`src/rtl/rtc_pkg.sv`:
```
package rtc_pkg;
  localparam int OFF_W = 4;
  localparam logic [OFF_W-1:0] OFF_CEN  = 4'h1;
  localparam logic [OFF_W-1:0] OFF_CTRL = 4'h8;
  localparam logic [OFF_W-1:0] OFF_SEC  = 4'h9;
  localparam logic [OFF_W-1:0] OFF_MNT  = 4'hA;
  localparam logic [OFF_W-1:0] OFF_HR   = 4'hB;
  localparam logic [OFF_W-1:0] OFF_DOW  = 4'hC;
  localparam logic [OFF_W-1:0] OFF_DAT  = 4'hD;
  localparam logic [OFF_W-1:0] OFF_MON  = 4'hE;
  localparam logic [OFF_W-1:0] OFF_YR   = 4'hF;

  typedef struct packed {
    logic [7:0] cen;
    logic [7:0] yr;
    logic [7:0] mon;
    logic [7:0] dat;
    logic [7:0] dow;
    logic [7:0] hr;
    logic [7:0] mnt;
    logic [7:0] sec;
  } rtc_time_t;

  localparam rtc_time_t RESET_TIME = '{cen: 8'h20, yr: 8'h00, mon: 8'h01, dat: 8'h01,
                                       dow: 8'h01, hr: 8'h00, mnt: 8'h00, sec: 8'h00};

  function automatic logic [7:0] bcd_inc(input logic [7:0] v);
    if (v[3:0] >= 4'd9) return {v[7:4] + 4'd1, 4'd0};
    return {v[7:4], v[3:0] + 4'd1};
  endfunction

  // multiple of four: even tens with units 0/4/8, odd tens with units 2/6
  function automatic logic is_leap(input logic [7:0] y);
    logic u048, u26;
    u048 = (y[3:0] == 4'd0) || (y[3:0] == 4'd4) || (y[3:0] == 4'd8);
    u26  = (y[3:0] == 4'd2) || (y[3:0] == 4'd6);
    return y[4] ? u26 : u048;
  endfunction

  function automatic logic [7:0] month_days(input logic [7:0] m, input logic leap);
    case (m)
      8'h02:                      return leap ? 8'h29 : 8'h28;
      8'h04, 8'h06, 8'h09, 8'h11: return 8'h30;
      default:                    return 8'h31;
    endcase
  endfunction

  function automatic rtc_time_t time_next(input rtc_time_t c);
    rtc_time_t t;
    t = c;
    if (c.sec < 8'h59) t.sec = bcd_inc(c.sec);
    else begin
      t.sec = 8'h00;
      if (c.mnt < 8'h59) t.mnt = bcd_inc(c.mnt);
      else begin
        t.mnt = 8'h00;
        if (c.hr < 8'h23) t.hr = bcd_inc(c.hr);
        else begin
          t.hr  = 8'h00;
          t.dow = (c.dow >= 8'h07) ? 8'h01 : c.dow + 8'h01;
          if (c.dat < month_days(c.mon, is_leap(c.yr))) t.dat = bcd_inc(c.dat);
          else begin
            t.dat = 8'h01;
            if (c.mon < 8'h12) t.mon = bcd_inc(c.mon);
            else begin
              t.mon = 8'h01;
              if (c.yr < 8'h99) t.yr = bcd_inc(c.yr);
              else begin
                t.yr  = 8'h00;
                t.cen = (c.cen >= 8'h99) ? 8'h00 : bcd_inc(c.cen);
              end
            end
          end
        end
      end
    end
    return t;
  endfunction
endpackage

```
`src/rtl/rtc_time_core.sv`:
```
module rtc_time_core
  import rtc_pkg::*;
(
  input  logic      clk_i,
  input  logic      rst_ni,
  input  logic      tick_i,
  input  logic      stop_i,
  input  logic      load_i,
  input  rtc_time_t load_val_i,
  output rtc_time_t cnt_o
);
  rtc_time_t cnt_q;

  always_ff @(posedge clk_i or negedge rst_ni) begin
    if (!rst_ni)              cnt_q <= RESET_TIME;
    else if (load_i)          cnt_q <= load_val_i;
    else if (tick_i && !stop_i) cnt_q <= time_next(cnt_q);
  end

  assign cnt_o = cnt_q;

  p_stop_holds_r9: assert property (@(posedge clk_i) disable iff (!rst_ni)
    (stop_i && !load_i) |=> $stable(cnt_o));
  p_load_takes_r7: assert property (@(posedge clk_i) disable iff (!rst_ni)
    load_i |=> (cnt_o == $past(load_val_i)));
  p_tick_advances_r2: assert property (@(posedge clk_i) disable iff (!rst_ni)
    (tick_i && !stop_i && !load_i) |=> (cnt_o != $past(cnt_o)));
endmodule

```
`src/rtl/rtc_user_bank.sv`:
```
module rtc_user_bank
  import rtc_pkg::*;
(
  input  logic             clk_i,
  input  logic             rst_ni,
  input  logic             tick_i,
  input  logic             hit_i,
  input  logic [OFF_W-1:0] off_i,
  input  logic             we_i,
  input  logic [7:0]       wdata_i,
  input  rtc_time_t        cnt_i,
  output logic             stop_o,
  output logic             load_o,
  output rtc_time_t        load_val_o,
  output logic [7:0]       rdata_o
);
  rtc_time_t  usr_q;
  logic       frz_q, set_q, stop_q, pend_q;
  logic [7:0] rdata_q, rd_mux;
  logic       wr_hit, ctrl_we;

  assign wr_hit  = we_i && hit_i;
  assign ctrl_we = wr_hit && (off_i == OFF_CTRL);
  assign load_o  = ctrl_we && set_q && !wdata_i[7];
  assign load_val_o = usr_q;
  assign stop_o  = stop_q;

  always_ff @(posedge clk_i or negedge rst_ni) begin
    if (!rst_ni) begin
      frz_q  <= 1'b0;
      set_q  <= 1'b0;
      stop_q <= 1'b0;
      pend_q <= 1'b0;
    end else begin
      // halt state sampled before this edge: a halt written with the tick does not cancel it
      pend_q <= tick_i && !(frz_q || set_q);
      if (ctrl_we) begin
        set_q <= wdata_i[7];
        frz_q <= wdata_i[6];
      end
      if (wr_hit && off_i == OFF_SEC) stop_q <= wdata_i[7];
    end
  end

  always_ff @(posedge clk_i or negedge rst_ni) begin
    if (!rst_ni) usr_q <= RESET_TIME;
    else if (pend_q) usr_q <= cnt_i;
    else if (wr_hit) begin
      case (off_i)
        OFF_SEC: usr_q.sec <= {1'b0, wdata_i[6:0]};
        OFF_MNT: usr_q.mnt <= {1'b0, wdata_i[6:0]};
        OFF_HR:  usr_q.hr  <= {2'b0, wdata_i[5:0]};
        OFF_DOW: usr_q.dow <= {5'b0, wdata_i[2:0]};
        OFF_DAT: usr_q.dat <= {2'b0, wdata_i[5:0]};
        OFF_MON: usr_q.mon <= {3'b0, wdata_i[4:0]};
        OFF_YR:  usr_q.yr  <= wdata_i;
        OFF_CEN: usr_q.cen <= wdata_i;
        default: ;
      endcase
    end
  end

  always_comb begin
    case (off_i)
      OFF_CTRL: rd_mux = {set_q, frz_q, 6'b0};
      OFF_SEC:  rd_mux = {stop_q, usr_q.sec[6:0]};
      OFF_MNT:  rd_mux = usr_q.mnt;
      OFF_HR:   rd_mux = usr_q.hr;
      OFF_DOW:  rd_mux = usr_q.dow;
      OFF_DAT:  rd_mux = usr_q.dat;
      OFF_MON:  rd_mux = usr_q.mon;
      OFF_YR:   rd_mux = usr_q.yr;
      OFF_CEN:  rd_mux = usr_q.cen;
      default:  rd_mux = 8'h00;
    endcase
  end

  always_ff @(posedge clk_i or negedge rst_ni) begin
    if (!rst_ni) rdata_q <= 8'h00;
    else         rdata_q <= hit_i ? rd_mux : 8'h00;
  end

  assign rdata_o = rdata_q;

  p_refresh_copy_r5: assert property (@(posedge clk_i) disable iff (!rst_ni)
    pend_q |=> (usr_q == $past(cnt_i)));
  p_halt_freezes_r6: assert property (@(posedge clk_i) disable iff (!rst_ni)
    ((frz_q || set_q) && !pend_q && !wr_hit) |=> $stable(usr_q));
  p_unmapped_zero_r1: assert property (@(posedge clk_i) disable iff (!rst_ni)
    !hit_i |=> (rdata_o == 8'h00));
endmodule

```
`src/rtl/rtc_calendar_bank.sv`:
```
module rtc_calendar_bank
  import rtc_pkg::*;
#(
  parameter int ADDR_W = 19
) (
  input  logic              clk_i,
  input  logic              rst_ni,
  input  logic              tick_i,
  input  logic [ADDR_W-1:0] addr_i,
  input  logic              we_i,
  input  logic [7:0]        wdata_i,
  output logic [7:0]        rdata_o
);
  localparam int HI_W = ADDR_W - OFF_W;

  logic      hit, stop, load;
  rtc_time_t cnt, load_val;

  assign hit = &addr_i[ADDR_W-1 -: HI_W];

  rtc_time_core u_core (
    .clk_i      (clk_i),
    .rst_ni     (rst_ni),
    .tick_i     (tick_i),
    .stop_i     (stop),
    .load_i     (load),
    .load_val_i (load_val),
    .cnt_o      (cnt)
  );

  rtc_user_bank u_bank (
    .clk_i      (clk_i),
    .rst_ni     (rst_ni),
    .tick_i     (tick_i),
    .hit_i      (hit),
    .off_i      (addr_i[OFF_W-1:0]),
    .we_i       (we_i),
    .wdata_i    (wdata_i),
    .cnt_i      (cnt),
    .stop_o     (stop),
    .load_o     (load),
    .load_val_o (load_val),
    .rdata_o    (rdata_o)
  );
endmodule

```
`config.mk`:
```
export PLATFORM = sky130hd
export DESIGN_NAME = rtc_calendar_bank
export DESIGN_NICKNAME = d
export VERILOG_FILES = /design/src/rtl/rtc_pkg.sv /design/src/rtl/rtc_time_core.sv /design/src/rtl/rtc_user_bank.sv /design/src/rtl/rtc_calendar_bank.sv
export SDC_FILE = /design/constraint.sdc
export NUM_CORES = 1
export LEC_CHECK = 0
export ABC_AREA = 1
export BUFFER_PORTS_ARGS = -buffer_cell sky130_fd_sc_hd__buf_2
export CELL_PAD_IN_SITES_DETAIL_PLACEMENT = 1
export CELL_PAD_IN_SITES_GLOBAL_PLACEMENT = 2
export CORE_ASPECT_RATIO = 1.2
export CORE_MARGIN = 5
export CORE_UTILIZATION = 38
export DETAILED_ROUTE_END_ITERATION = 8
export PLACE_DENSITY = 0.92
export RECOVER_POWER = 50
export SYNTH_ARGS = -nofsm -noshare
export SYNTH_HDL_FRONTEND = slang
export SYNTH_SLANG_ARGS = --single-unit
```
`constraint.sdc`:
```
create_clock -name clk_i -period 2.8 [get_ports clk_i]
set_clock_uncertainty 0.1 [all_clocks]
set_input_delay 0 -clock clk_i [delete_from_list [all_inputs] [get_ports clk_i]]
set_output_delay 0 -clock clk_i [all_outputs]
set_load 0.005 [all_outputs]
```
* Yosys cells after proc, flatten, opt, wreduce, memory -nomap -nowiden
Cells that the tools add are included.
** Operators by class
- $add $sub $neg :: 15
- Order comparisons :: 15
- Eq/ne operators :: 30
- Multiplexer cells :: 98
- Reduce and logical (&&, ||, !) cells :: 49
** Operators by type and width (number)
- $mux W8 :: 37
- $mux W64 :: 4
- $pmux W8 S9 :: 1
- $add A4 B1 Y4 const B :: 14
- $mux W56 :: 1
- $mux W1 :: 50
- $mux W48 :: 1
- $mux W40 :: 1
- $eq A4 B4 Y1 const B :: 9
- $ge A4 B4 Y1 const B :: 7
- $mux W24 :: 1
- $reduce_and A2 Y1 :: 10
- $reduce_bool A2 Y1 :: 10
- $ne A3 B3 Y1 const B :: 6
- $eq A8 B3 Y1 const B :: 2
- $lt A8 B7 Y1 const B :: 2
- $mux W16 :: 1
- $pmux W8 S2 :: 1
- $reduce_and A15 Y1 :: 1
- $reduce_and A7 Y1 :: 2
- $ne A2 B2 Y1 const B :: 6
- $reduce_and A6 Y1 :: 2
- $reduce_and A5 Y1 :: 2
- $add A8 B1 Y8 const B :: 1
- 21 further kinds :: 35
** Word-level totals
- Flip-flop bits (word level) :: 140
- Output and inout port bits :: 8
- Word-level logic and storage cells :: 235

* Logic depth before layout (Yosys ltp)
Gate-level depths: netlist of run 1.
- Word-level depth :: 28
- Depth in mapped cells :: 18
- Depth with buffers taken out :: 18

* Cells and area by module
A second synthesis of run 1 with hierarchy kept.
** Unflattened totals
- Cell total of the unflattened synthesis :: 1043
- Area, all modules :: 8140.3 sq um
** Modules (own cells, without submodules)
- rtc_time_core :: times used 1, cells each 569, area each 4381.7 sq um, sequential area each 1606.5 sq um
- rtc_user_bank :: times used 1, cells each 459, area each 3702.3 sq um, sequential area each 1906.8 sq um
- rtc_calendar_bank :: times used 1, cells each 15, area each 56.3 sq um, sequential area each 0.0 sq um

* Worst setup path before layout of run 1
No wires, ideal clock.
- Kind :: register to register
- From :: reg u_core.cnt_q, in the netlist u_core.cnt_o[40]
- To :: reg u_core.cnt_q, in the netlist u_core.cnt_o[48]
- Arrival time :: 2.047 ns
- Data required time :: 2.572 ns
- Path slack :: 0.526 ns
- Cell stages (with the launch flop) :: 19
- Period minus slack after synthesis :: 2.274 ns
- Cell sequence :: dfstp_2 inv_1 ha_1 inv_1 nand2_1 nand2_1 nand2_1 nand2_1 nand2_1 nor2_1 ha_1 nand2_1 inv_1 nand2_2 nand2_1 nand2_2 nor2_4 nand2_1 o21ai_0
** On the way
- Word-level cells in the longest chain between the ends :: 11
** Ends and longest elaborated chain
- from (decl) :: RTL line rtc_time_core.sv:12 : rtc_time_t cnt_q;
- from (signal assigned) :: RTL line rtc_time_core.sv:16 : else if (load_i) cnt_q <= load_val_i;
- from (signal assigned) :: RTL line rtc_time_core.sv:17 : else if (tick_i && !stop_i) cnt_q <= time_next(cnt_q);
- $eq A8 B3 Y1, or another cell as far along :: RTL line rtc_pkg.sv:41 : case (m)
- $reduce_or A4 Y1 :: RTL line rtc_pkg.sv:41
- $pmux W8 S2 :: RTL line rtc_pkg.sv:41
- $mux W8 :: RTL line rtc_pkg.sv:57 : if (c.hr < 8'h23) t.hr = bcd_inc(c.hr);
- $mux W8 :: RTL line rtc_pkg.sv:54 : if (c.mnt < 8'h59) t.mnt = bcd_inc(c.mnt);
- $mux W8 :: RTL line rtc_pkg.sv:51 : if (c.sec < 8'h59) t.sec = bcd_inc(c.sec);
- $mux W8 :: RTL line rtc_time_core.sv:17
- $mux W8 :: RTL line rtc_time_core.sv:16
- $lt A8 B8 Y1 :: RTL line rtc_pkg.sv:61 : if (c.dat < month_days(c.mon, is_leap(c.yr))) t.dat = bcd_inc(c.dat);
- $ne A2 B2 Y1 (no source line)
- $reduce_and A6 Y1 (no source line) (*)
Mark *: on every way between the ends. The rest lies on a longest branch, timed or not. The select of a mux whose other input is x is not followed.
A chain may end at the register's enable or synchronous reset.

* Worst setup path after layout of run 1
- From :: reg u_core.cnt_q, in the netlist u_core.cnt_o[40]
- To :: reg u_core.cnt_q, in the netlist u_core.cnt_o[46]
** On the way
- Word-level cells in the longest chain between the ends :: 11
** Ends and longest elaborated chain (RTL line)
- $eq A8 B3 Y1, or another cell as far along :: rtc_pkg.sv:41
- $reduce_or A4 Y1 / $mux W1 (equally long branches) :: rtc_pkg.sv:41, rtc_pkg.sv:28
- $pmux W8 S2 / $mux W1 (equally long branches) :: rtc_pkg.sv:41, rtc_pkg.sv:64
- $mux W8 / $mux W1 (equally long branches) :: rtc_pkg.sv:57, rtc_pkg.sv:61
- $mux W8 / $mux W1 (equally long branches) :: rtc_pkg.sv:54, rtc_pkg.sv:57
- $mux W8 / $mux W1 (equally long branches) :: rtc_pkg.sv:51, rtc_pkg.sv:54
- $mux W8 / $mux W1 (equally long branches) :: rtc_time_core.sv:17, rtc_pkg.sv:51
- $mux W8 / $mux W1 (equally long branches) :: rtc_time_core.sv:16, rtc_time_core.sv:17
- $lt A8 B8 Y1 / $mux W1 (equally long branches) :: rtc_pkg.sv:61, rtc_time_core.sv:16
- $ne A2 B2 Y1 (no source line) / $ne A3 B3 Y1 (equally long branches)
- $reduce_and A6 Y1 (no source line)
Several ways; a longest one is shown, not always the timed one. The select of a mux whose other input is x is not followed.

==> results of run 1 <==
-- critical path: cells and delay by family, from the launching register on --
| family | cells | cell delay [ps] |
|---|---|---|
| AOI/OAI and AO/OA | 1 | 90 |
| adders and majority gates | 2 | 380 |
| buffers and inverters | 3 | 250 |
| DFF | 1 | 570 |
| and+or+nand+nor | 12 | 1130 |
-- cell families after synthesis --
logic type               after synthesis  share of synthesized area [%]
XOR/XNOR                              22                          2.411
flip-flops                           140                          43.96
adder cells (fa/ha/maj)               42                          6.576
AO/OA/AOI/OAI                        211                          17.69
buffers and inverters                176                          8.549
multiplexers                           1                         0.1409
AND/OR/NAND/NOR                      388                          20.67
-- area by class of cell --
| type | count | area (sq um) |
|---|---|---|
| fill | 2510 | 11610 |
| multi-input combinational | 664 | 3797 |
| sequential | 140 | 3513 |
| inverter | 159 | 601.8 |
| clock buffer | 20 | 456.7 |
| timing repair buffer | 63 | 386.6 |
| tap | 270 | 337.8 |
| clock inverter | 12 | 122.6 |
-- per-layer routing --
layer	global-route usage (%)	vias to the layer above
met2	38.76	161
met4	7.234	0
met5	0	-
met1	29.85	3710
met3	2.571	39
li1	-	3438
-- cells in the mapped netlist (3+ instances only) --
cell / instances
ha_1: 42
o221ai_1: 49
nand4_1: 22
xor2_1: 15
xnor2_1: 7
buf_2: 5
dfstp_2: 8
nor3_1: 3
a211oi_1: 3
a21oi_1: 23
nand2_1: 258
o211ai_1: 6
a31oi_1: 11
clkbuf_1: 10
inv_2: 5
nor2_4: 4
nand3_1: 29
o21ai_0: 58
a221oi_1: 9
dfrtp_1: 132
nand2_2: 3
o21ai_1: 7
inv_1: 152
nor2_1: 58
o22ai_1: 33
-- flip-flops by register name, indices dropped and copies added (netlist names) --
signal             count
u_bank.load_val_o     64
u_core.cnt_o          64
u_bank.rdata_o         8
u_bank.frz_q           1
u_bank.pend_q          1
u_bank.set_q           1
u_bank.stop_o          1
-- stage by stage --
step / setup WS [ps] / instance area, sq um / util (%)
detailed placement: 79.10 / 8577 / 41.18
global route: 11.64 / 9216 / 44.25
finish: 209.0 / 9216 / 44.25
floorplan: 525.6 / 7991 / -
CTS: 69.60 / 9246 / 44.40
global placement: 220.2 / 8577 / 41.18
-- report_power, final --
group / total, mW / internal [mW] / leakage, nW / switching (mW)
logic: 0.265 / 0.0731 / 2.50 / 0.192
clock network: 2.28 / 1.35 / 0.285 / 0.925
registers: 2.09 / 2.06 / 1.62 / 0.0285
total: 4.63 / 3.49 / 4.40 / 1.15
-- timing repair --
item                                   4_1_cts  5_1_grt
hold buffers                                 9        0
gates resized for setup                      0        1
setup endpoints to repair                    0        9
endpoints found under the hold margin       87        0
-- final timing paths --
path,endpoint,startpoint,slack [ps],cells after the start
min,u_bank.rdata_o[7],addr_i[3],60,5
max,u_core.cnt_o[46],u_core.cnt_o[40],210,18
max in group asynchronous,u_bank.load_val_o[50],rst_ni,470,3
min reg2reg,u_core.cnt_o[23],u_core.cnt_o[23],390,2
min in group asynchronous,u_bank.load_val_o[3],rst_ni,520,2
max reg2reg,u_core.cnt_o[46],u_core.cnt_o[40],210,18
-- cell usage in the layout, fill, tap and decap left out, types with 9 or more instances in the layout --
| master | Yosys | final |
|---|---|---|
| a21oi_1 | 23 | 23 |
| a221oi_1 | 9 | 9 |
| a31oi_1 | 11 | 11 |
| buf_2 | 5 | 31 |
| buf_4 | 1 | 13 |
| clkbuf_16 | 0 | 17 |
| dfrtp_1 | 132 | 132 |
| dlygate4sd3_1 | 0 | 9 |
| ha_1 | 42 | 42 |
| inv_1 | 152 | 151 |
| nand2_1 | 258 | 257 |
| nand3_1 | 29 | 29 |
| nand4_1 | 22 | 22 |
| nor2_1 | 58 | 58 |
| o21ai_0 | 58 | 58 |
| o221ai_1 | 49 | 49 |
| o22ai_1 | 33 | 33 |
| xor2_1 | 15 | 15 |
==> impl_metrics.ini, run 1 <==
[layout]
layout-drive-gt1-share_pct = 10.68
area_growth_pct = 15.33
antenna_cells = 0
final_cells = 1328
finalNetCount = 1118

[sta]
worst_pin_slew_ps = 1904
setup_tns_ps = 0
fin_crit_ps = 2591
slew_headroom_pct = -26.96
rsz0062_at_grt = false
hold_ws_ps = 64.43
timing.final.crit_share_pct = 92.54
hold_viol_final = 0
fmax_mhz = 385.9
setup_viol = 0
drv_slew = 72

[power_and_ir_drop]
p_total_mw = 4.633
ir_worst_vdd_v = 0.0004346
power_density_nw_per_um2 = 502.7
p_leak_nw = 4.400

[logic_synthesis]
yosys_most_used_dff = dfrtp_1
netlist_area_sq_um = 7991
syn_nets = 1053
synth-seq-cells = 140
yosys-top-cells-area = dfrtp_1 (41%), nand2_1 (12%), inv_1 (7.1%), ha_1 (6.6%), o221ai_1 (5.4%)
synthDistinctLibCells = 45
synth_edf_count = 0
ys_warn_count = 0
synthArstFlopShare_pct = 100.0
syn_area_per_cell_sq_um = 8.155
syn_inst = 980
synth-seq-area-share_pct = 43.96
synth_top_area_share_pct = 41.33
yosysTopAreaCell = dfrtp_1

[place]
gp_congestion = 0.8563
io_buffers = 38
dp_hpwl_um = 19490
post-place-cells = 1287

[global_routing]
globalRouteTotalUtil_pct = 22.61
grt_pass1_vias = 7721
grt_max_degree = 72
antenna_found_initial = 0
grt_pass1_wl_um = 42370
overflow = 0

[detailed_routing]
top_layer_used = met4
wl_um = 26430
met3WireLength_um = 1045
ant_nets = 0
remaining_drc_errors = 0
vias = 7348
met2_length_um = 13160
drtPass1Iterations = 5
routed_via_density = 5.533
drtIter0Drc = 471
wl_met1_um = 11680
wl_per_cell_um = 19.90

[clock_tree]
clock_sinks = 140
cts.reportedPaths.clkPinSlew_ps = 60
clock_latency_ps = 440
cts.path.max_buffers = 2
cts-root-buf = clkbuf_16
h-tree-depth = 4
cts_buffers = 17
postCtsSetupRepairBufs = 0
cts_tree = done

[setup_path]
worst_setup_path_end_kind = flip-flop
critPathKind = reg -> reg
crit_fanout = 7
cpMostUsedCell = nand2_1
cp_cell_sequence = inv_1, ha_1, inv_1, nand2_1, nand2_1, nand2_1, nand2_1, nand2_1, nor2_1, ha_1, nand2_1, nand4_1, inv_2, nand2_2, nand2_2, nor2_4, nand2_1, o21ai_1
critPathRequiredTime_ps = 3050
start_kind = flip-flop
crit_slowest_cell = dfstp_2
crit_path_max_incr_delay_ps = 570
crit_arrival_ps = 2840

[die]
io-pin-count = 39
die_area_sq_um = 24040
die_w_um = 142.4
core_area_sq_um = 20830
initial_core_util_pct = 38.37
fp.dieH_um = 168.9
row_count = 58

[status]
violations = capacitance limit, slew limit
status = finished, violations left

[min_path]
hold_path.class = in -> reg

[flow_run]
cap_violations = 1
Note: power is estimated with default switching activity, not from simulation.
==> inputs of run 2 (changes only) <==
--- a/config.mk
+++ b/config.mk
@@ -5,13 +5,12 @@
 export SDC_FILE = /design/constraint.sdc
 export NUM_CORES = 1
 export LEC_CHECK = 0
-export ABC_AREA = 1
 export BUFFER_PORTS_ARGS = -buffer_cell sky130_fd_sc_hd__buf_2
 export CELL_PAD_IN_SITES_DETAIL_PLACEMENT = 1
 export CELL_PAD_IN_SITES_GLOBAL_PLACEMENT = 2
 export CORE_ASPECT_RATIO = 1.2
 export CORE_MARGIN = 5
-export CORE_UTILIZATION = 38
+export CORE_UTILIZATION = 40
 export DETAILED_ROUTE_END_ITERATION = 8
 export PLACE_DENSITY = 0.92
 export RECOVER_POWER = 50
==> run 2 against run 1 <==
  * The flow finishes with violations (capacitance limit, slew limit, setup timing)
  * Routed wire length up 12%
  * Non-clock buffer count up 66
  * Critical endpoint is now u_core.cnt_o[36]
  * Final cell count down 3.2%
  * Total power up 9.5%
  * First-iteration DRC count up 12%
  * Critical path depth down 3
==> impl_metrics.ini, run 2 <==
[logic_synthesis]
syn_nets = 978
syn_area_per_cell_sq_um = 9.169
synth-seq-area-share_pct = 42.34
yosys_most_used_dff = dfrtp_1
ys_warn_count = 0
synth_edf_count = 0
netlist_area_sq_um = 8298
synth-seq-cells = 140
synthArstFlopShare_pct = 100.0
synthDistinctLibCells = 72
synth_top_area_share_pct = 39.81
synthTopCellsByCount = nand2_1 (144), dfrtp_1 (132), o21ai_0 (90), nor2_1 (71), mux2i_1 (69)
syn_inst = 905
yosys-top-cells-area = dfrtp_1 (40%), mux2i_1 (8.3%), nand2_1 (6.5%), ha_1 (6.3%), o21ai_0 (5.4%)
yosysTopAreaCell = dfrtp_1
yosysMostFrequentCell = nand2_1

[layout]
antenna_cells = 0
final_common_cell = nand2_1
final_cell_mix = nand2_1 (141), dfrtp_1 (130), o21ai_0 (83)
area_growth_pct = 22.86
final_area_sq_um = 10190
finalNetCount = 1081
layout-drive-gt1-share_pct = 21.25
final_cells = 1286
post-route-util_pct = 50.16

[power_and_ir_drop]
intPower_mw = 3.632
combinationalPowerShare_pct = 12.2
power_density_nw_per_um2 = 497.6
p_sw_mw = 1.441
p_leak_nw = 4.859
p_clk_share_pct = 43.2
ir_worst_vdd_v = 0.0004092
pwr-share-seq_pct = 44.6
swShare_pct = 28.40

[detailed_routing]
wl_per_cell_um = 23.08
ant_nets = 0
wl_um = 29680
drtIter0Drc = 527
drtPass1Iterations = 5
remaining_drc_errors = 0
vias = 7706
routed_via_density = 5.992

[sta]
timing.final.crit_share_pct = 119.1
worst_slack_ps = -533.8
drv_slew = 70
hold_viol_final = 0
fmax_mhz = 300.0
slew_headroom_pct = -20.70
hold_ws_ps = 73.74
worst_pin_slew_ps = 1810
setup_viol = 31
fin_crit_ps = 3334
rsz0062_at_grt = true

[setup_path]
worst-r2r-setup-slack_ps = -530
cpMostUsedCell = buf_6
rr_startpoint = u_core.cnt_o[45]
crit_fanout = 5
crit_slowest_cell = dfrtp_1
reg2reg_to = u_core.cnt_o[36]
reg2regPathDepth = 15
cp-startpoint = u_core.cnt_o[45]
worst_setup_path_end_kind = flip-flop
critPathRequiredTime_ps = 3040
crit_family = compound AO/OA/AOI/OAI gates
critPathKind = reg -> reg
crit_path_max_incr_delay_ps = 400
start_kind = flip-flop
cp_cell_sequence = inv_2, ha_4, mux2i_4, nor4bb_4, nor2_1, ha_1, a21o_1, a211o_1, a31oi_4, buf_6, o21ai_4, buf_6, nor4_4, a21oi_2, a21oi_1
critPathBufInv = 3
crit_arrival_ps = 3570

[die]
initial_core_util_pct = 40.82
core_area_sq_um = 20330
die_w_um = 141.5
io-pin-count = 39
die_area_sq_um = 23740
fp.dieH_um = 167.8
row_count = 57

[global_routing]
overflow = 0
antenna_found_initial = 1
grt_pass1_vias = 7879
grt_max_degree = 70
grt_pass1_wl_um = 45070
globalRouteTotalUtil_pct = 24.36

[flow_run]
cap_violations = 1

[place]
dp_slack_ps = -566.0
dp_hpwl_um = 20230
place_area_sq_um = 9170
gp_congestion = 0.8804
post-place-cells = 1229
io_buffers = 38

[clock_tree]
cts-root-buf = clkbuf_16
cts.path.max_buffers = 2
cts.reportedPaths.clkPinSlew_ps = 60
cts_tree = done
cts_buffers = 17
h-tree-depth = 4
clock_sinks = 140
clock_latency_ps = 440

[status]
status = finished, violations left
violations = capacitance limit, slew limit, setup timing

[min_path]
min_path_cells = 4
min_from = addr_i[2]
hold_end = u_bank.rdata_o[2]
hold_path.class = in -> reg
[run 2: changes by cell type in the layout (fill, tap and decap cells not counted), sizes merged, moves of 27 or more]
cell | before | now
buf | 44 | 114
inv | 157 | 30
mux2i | 0 | 69
nand2 | 263 | 144
o21ai | 66 | 96
o221ai | 49 | 0
o22ai | 33 | 6
[run 2: how the worst max path moves through the flow]
stage	to	slack, ps	cells past startpoint
after floorplan	u_core.cnt_o[38]	-340	14
after global placement	u_core.cnt_o[50]	-360	13
after detailed placement	u_core.cnt_o[50]	-570	13
after CTS	u_core.cnt_o[59]	-390	14
after global routing	u_core.cnt_o[36]	-630	15
final	u_core.cnt_o[36]	-530	15
[run 2: area by class of cell]
class / count / area (sq um)
fill: 2355 / 10130
multi-input combinational: 691 / 4727
sequential: 140 / 3518
timing repair buffer: 129 / 945.9
clock buffer: 19 / 442.9
tap: 265 / 331.6
clock inverter: 13 / 120.1
inverter: 29 / 108.9
[run 2: what timing repair did]
item	4_1_cts	5_1_grt
gates cloned	0	0
setup endpoints to repair	32	32
hold buffers	12	0
endpoints found under the hold margin	187	0
setup buffers	3	11
resized for setup	14	46
pin swaps	13	39
[run 2: logic make-up (layout without fill, tap and decap cells)]
logic type	after synthesis	count (layout)	synth area share [%]
adder cells (fa/ha/maj)	42	42	6.333
flip-flops	140	140	42.34
multiplexers	80	80	10.49
buffers and inverters	74	190	3.905
AO/OA/AOI/OAI	231	231	17.40
AND/OR/NAND/NOR	338	338	19.53
[run 2: per-layer routing]
metal,wire length (um),track usage (%),vias to the layer above
li1,-,-,3475
met1,12040,30.48,3937
met2,15220,41.20,219
met3,1383,4.340,73
met4,1021,10.60,2
met5,12,0,-
[run 2: power groups by stage]
stage / logic, mW / registers [mW] / clock network (mW)
final: 0.617 / 2.26 / 2.19
after global placement: 0.582 / 2.29 / 0
after CTS: 0.629 / 2.26 / 2.21
after detailed placement: 0.607 / 2.30 / 0
after global routing: 0.694 / 2.27 / 2.31
after floorplan: 0.348 / 2.25 / 0
[run 2: per-stage QoR]
stage / power, mW / TNS (ps)
3_5_place_dp: 2.902 / -13390
5_1_grt: 5.273 / -17550
2_1_floorplan: 2.598 / -4721
3_3_place_gp: 2.870 / -7618
6_report: 5.073 / -13180
4_1_cts: 5.104 / -9718
[run 2: worst reg2reg max path: cells and delay by family, from the launching register on]
family          cells  cell delay [ps]
mux                 1               80
fa+ha+maj           2              510
flops               1              400
buf+inv             3              400
simple gates        3              700
compound gates      6             1050
==> inputs of run 3 (changes only) <==
--- a/config.mk
+++ b/config.mk
@@ -13,7 +13,6 @@
 export CORE_UTILIZATION = 40
 export DETAILED_ROUTE_END_ITERATION = 8
 export PLACE_DENSITY = 0.92
-export RECOVER_POWER = 50
 export SYNTH_ARGS = -nofsm -noshare
 export SYNTH_HDL_FRONTEND = slang
 export SYNTH_SLANG_ARGS = --single-unit
==> run 3 against run 2 <==
  * Setup slack about the same
  * Largest power group unchanged
  * The run ends with setup timing left
  * Largest cell class unchanged
  * Global-route usage unchanged
  * Non-clock buffer count unchanged
  * Worst hold slack worse by 20 ps
  * Critical path type unchanged
==> impl_metrics.ini, run 3 (same netlist as run 2, synthesis figures left out) <==
[status]
status = finished, violations left
violations = setup timing

[setup_path]
critPathRequiredTime_ps = 3040
reg2regPathDepth = 15
rr_startpoint = u_core.cnt_o[45]
critPathKind = reg -> reg
reg2reg_to = u_core.cnt_o[36]
worst-r2r-setup-slack_ps = -530
crit_arrival_ps = 3570
start_kind = flip-flop
worst_setup_path_end_kind = flip-flop
crit_fanout = 5

[flow_run]
cap_violations = 0

[place]
place_area_sq_um = 9170
dp_hpwl_um = 20230
post-place-cells = 1229
io_buffers = 38
gp_congestion = 0.8804
dp_slack_ps = -566.0

[sta]
drv_slew = 0
hold_viol_final = 0
worst_slack_ps = -533.9
slew_headroom_pct = 45.29
timing.final.crit_share_pct = 119.1
fmax_mhz = 300.0
worst_pin_slew_ps = 817.0
fin_crit_ps = 3334
rsz0062_at_grt = true
setup_viol = 31

[layout]
area_growth_pct = 23.34
layout-drive-gt1-share_pct = 21.35
final_common_cell = nand2_1
final_cell_mix = nand2_1 (141), dfrtp_1 (130), o21ai_0 (83)
final_cells = 1286
antenna_cells = 0
finalNetCount = 1081
final_area_sq_um = 10230

[clock_tree]
clock_sinks = 140
h-tree-depth = 4
cts.path.max_buffers = 2
cts_buffers = 17
cts_tree = done
clock_latency_ps = 440
cts-root-buf = clkbuf_16
cts.reportedPaths.clkPinSlew_ps = 60

[detailed_routing]
drtPass1Iterations = 5
wl_per_cell_um = 23.10
ant_nets = 0
remaining_drc_errors = 0
wl_um = 29700
drtIter0Drc = 521
routed_via_density = 5.984
vias = 7695

[die]
die_w_um = 141.5
core_area_sq_um = 20330
row_count = 57
initial_core_util_pct = 40.82
fp.dieH_um = 167.8
io-pin-count = 39
die_area_sq_um = 23740

[min_path]
hold_path.class = in -> async

[global_routing]
grt_max_degree = 70
grt_pass1_wl_um = 45070
antenna_found_initial = 1
grt_pass1_vias = 7879
globalRouteTotalUtil_pct = 24.36
overflow = 0

[power_and_ir_drop]
p_leak_nw = 4.875
power_density_nw_per_um2 = 496.7
ir_worst_vdd_v = 0.0004096
## run 3: cell types whose count changed in the layout (fill, tap and decap cells not counted)
cell	delta
clkbuf_2	-3
buf_12	+2
buf_4	+1
buf_6	+1
clkbuf_1	-1
## run 3: worst max-delay path, cell delays in order, from the launching register on
cell,delay [ps]
dfrtp_1,400
inv_2,120
ha_4,160
mux2i_4,80
nor4bb_4,360
nor2_1,120
ha_1,350
a21o_1,210
a211o_1,300
a31oi_4,200
buf_6,140
o21ai_4,100
buf_6,140
nor4_4,220
a21oi_2,50
a21oi_1,190
## run 3: repair_timing
| item | in CTS | in global routing |
|---|---|---|
| gates resized for setup | 14 | 46 |
| endpoints found under the setup margin | 32 | 32 |
| cloned | 0 | 0 |
| hold endpoints to repair | 187 | 0 |
| pin swaps | 13 | 39 |
| hold buffers | 12 | 0 |
| buffers inserted | 3 | 11 |
## run 3: how the worst max path moves through the flow
stage / cells past startpoint / startpoint / slack (ps) / end
2_1_floorplan: 14 / u_core.cnt_o[44] / -340 / u_core.cnt_o[38]
3_3_place_gp: 13 / u_core.cnt_o[44] / -360 / u_core.cnt_o[50]
3_5_place_dp: 13 / u_core.cnt_o[44] / -570 / u_core.cnt_o[50]
4_1_cts: 14 / u_core.cnt_o[44] / -390 / u_core.cnt_o[59]
5_1_grt: 15 / u_core.cnt_o[45] / -630 / u_core.cnt_o[36]
6_report: 15 / u_core.cnt_o[45] / -530 / u_core.cnt_o[36]
## run 3: final cells by class
type                       count  area, sq um
tap                          265        331.6
multi-input combinational    691         4727
timing repair buffer         129        985.9
inverter                      29        108.9
fill                        2351        10090
sequential                   140         3518
clock inverter                13        120.1
clock buffer                  19        442.9
## run 3: report_power, final
part	total, mW	switching [mW]	internal (mW)
logic	0.625	0.365	0.260
clock network	2.20	0.946	1.25
registers	2.26	0.134	2.13
total	5.08	1.44	3.64
## run 3: metal layers
metal  GRT usage, %  vias to the layer above  wire length, um
li1               -                     3474                -
met5              0                        -               12
met3          4.340                       69             1405
met1          30.48                     3930            12040
met4          10.60                        2             1002
met2          41.20                      220            15250
## run 3: stage by stage
step	total power [mW]	TNS [ps]	hold slack, ps	utilization [%]
detailed placement	2.902	-13390	-142.2	45.12
global route	5.281	-16710	49.31	50.35
CTS	5.104	-9718	35.51	48.97
global placement	2.870	-7618	-135.4	45.12
finish	5.084	-13180	53.99	50.35
floorplan	2.598	-4721	-395.6	-
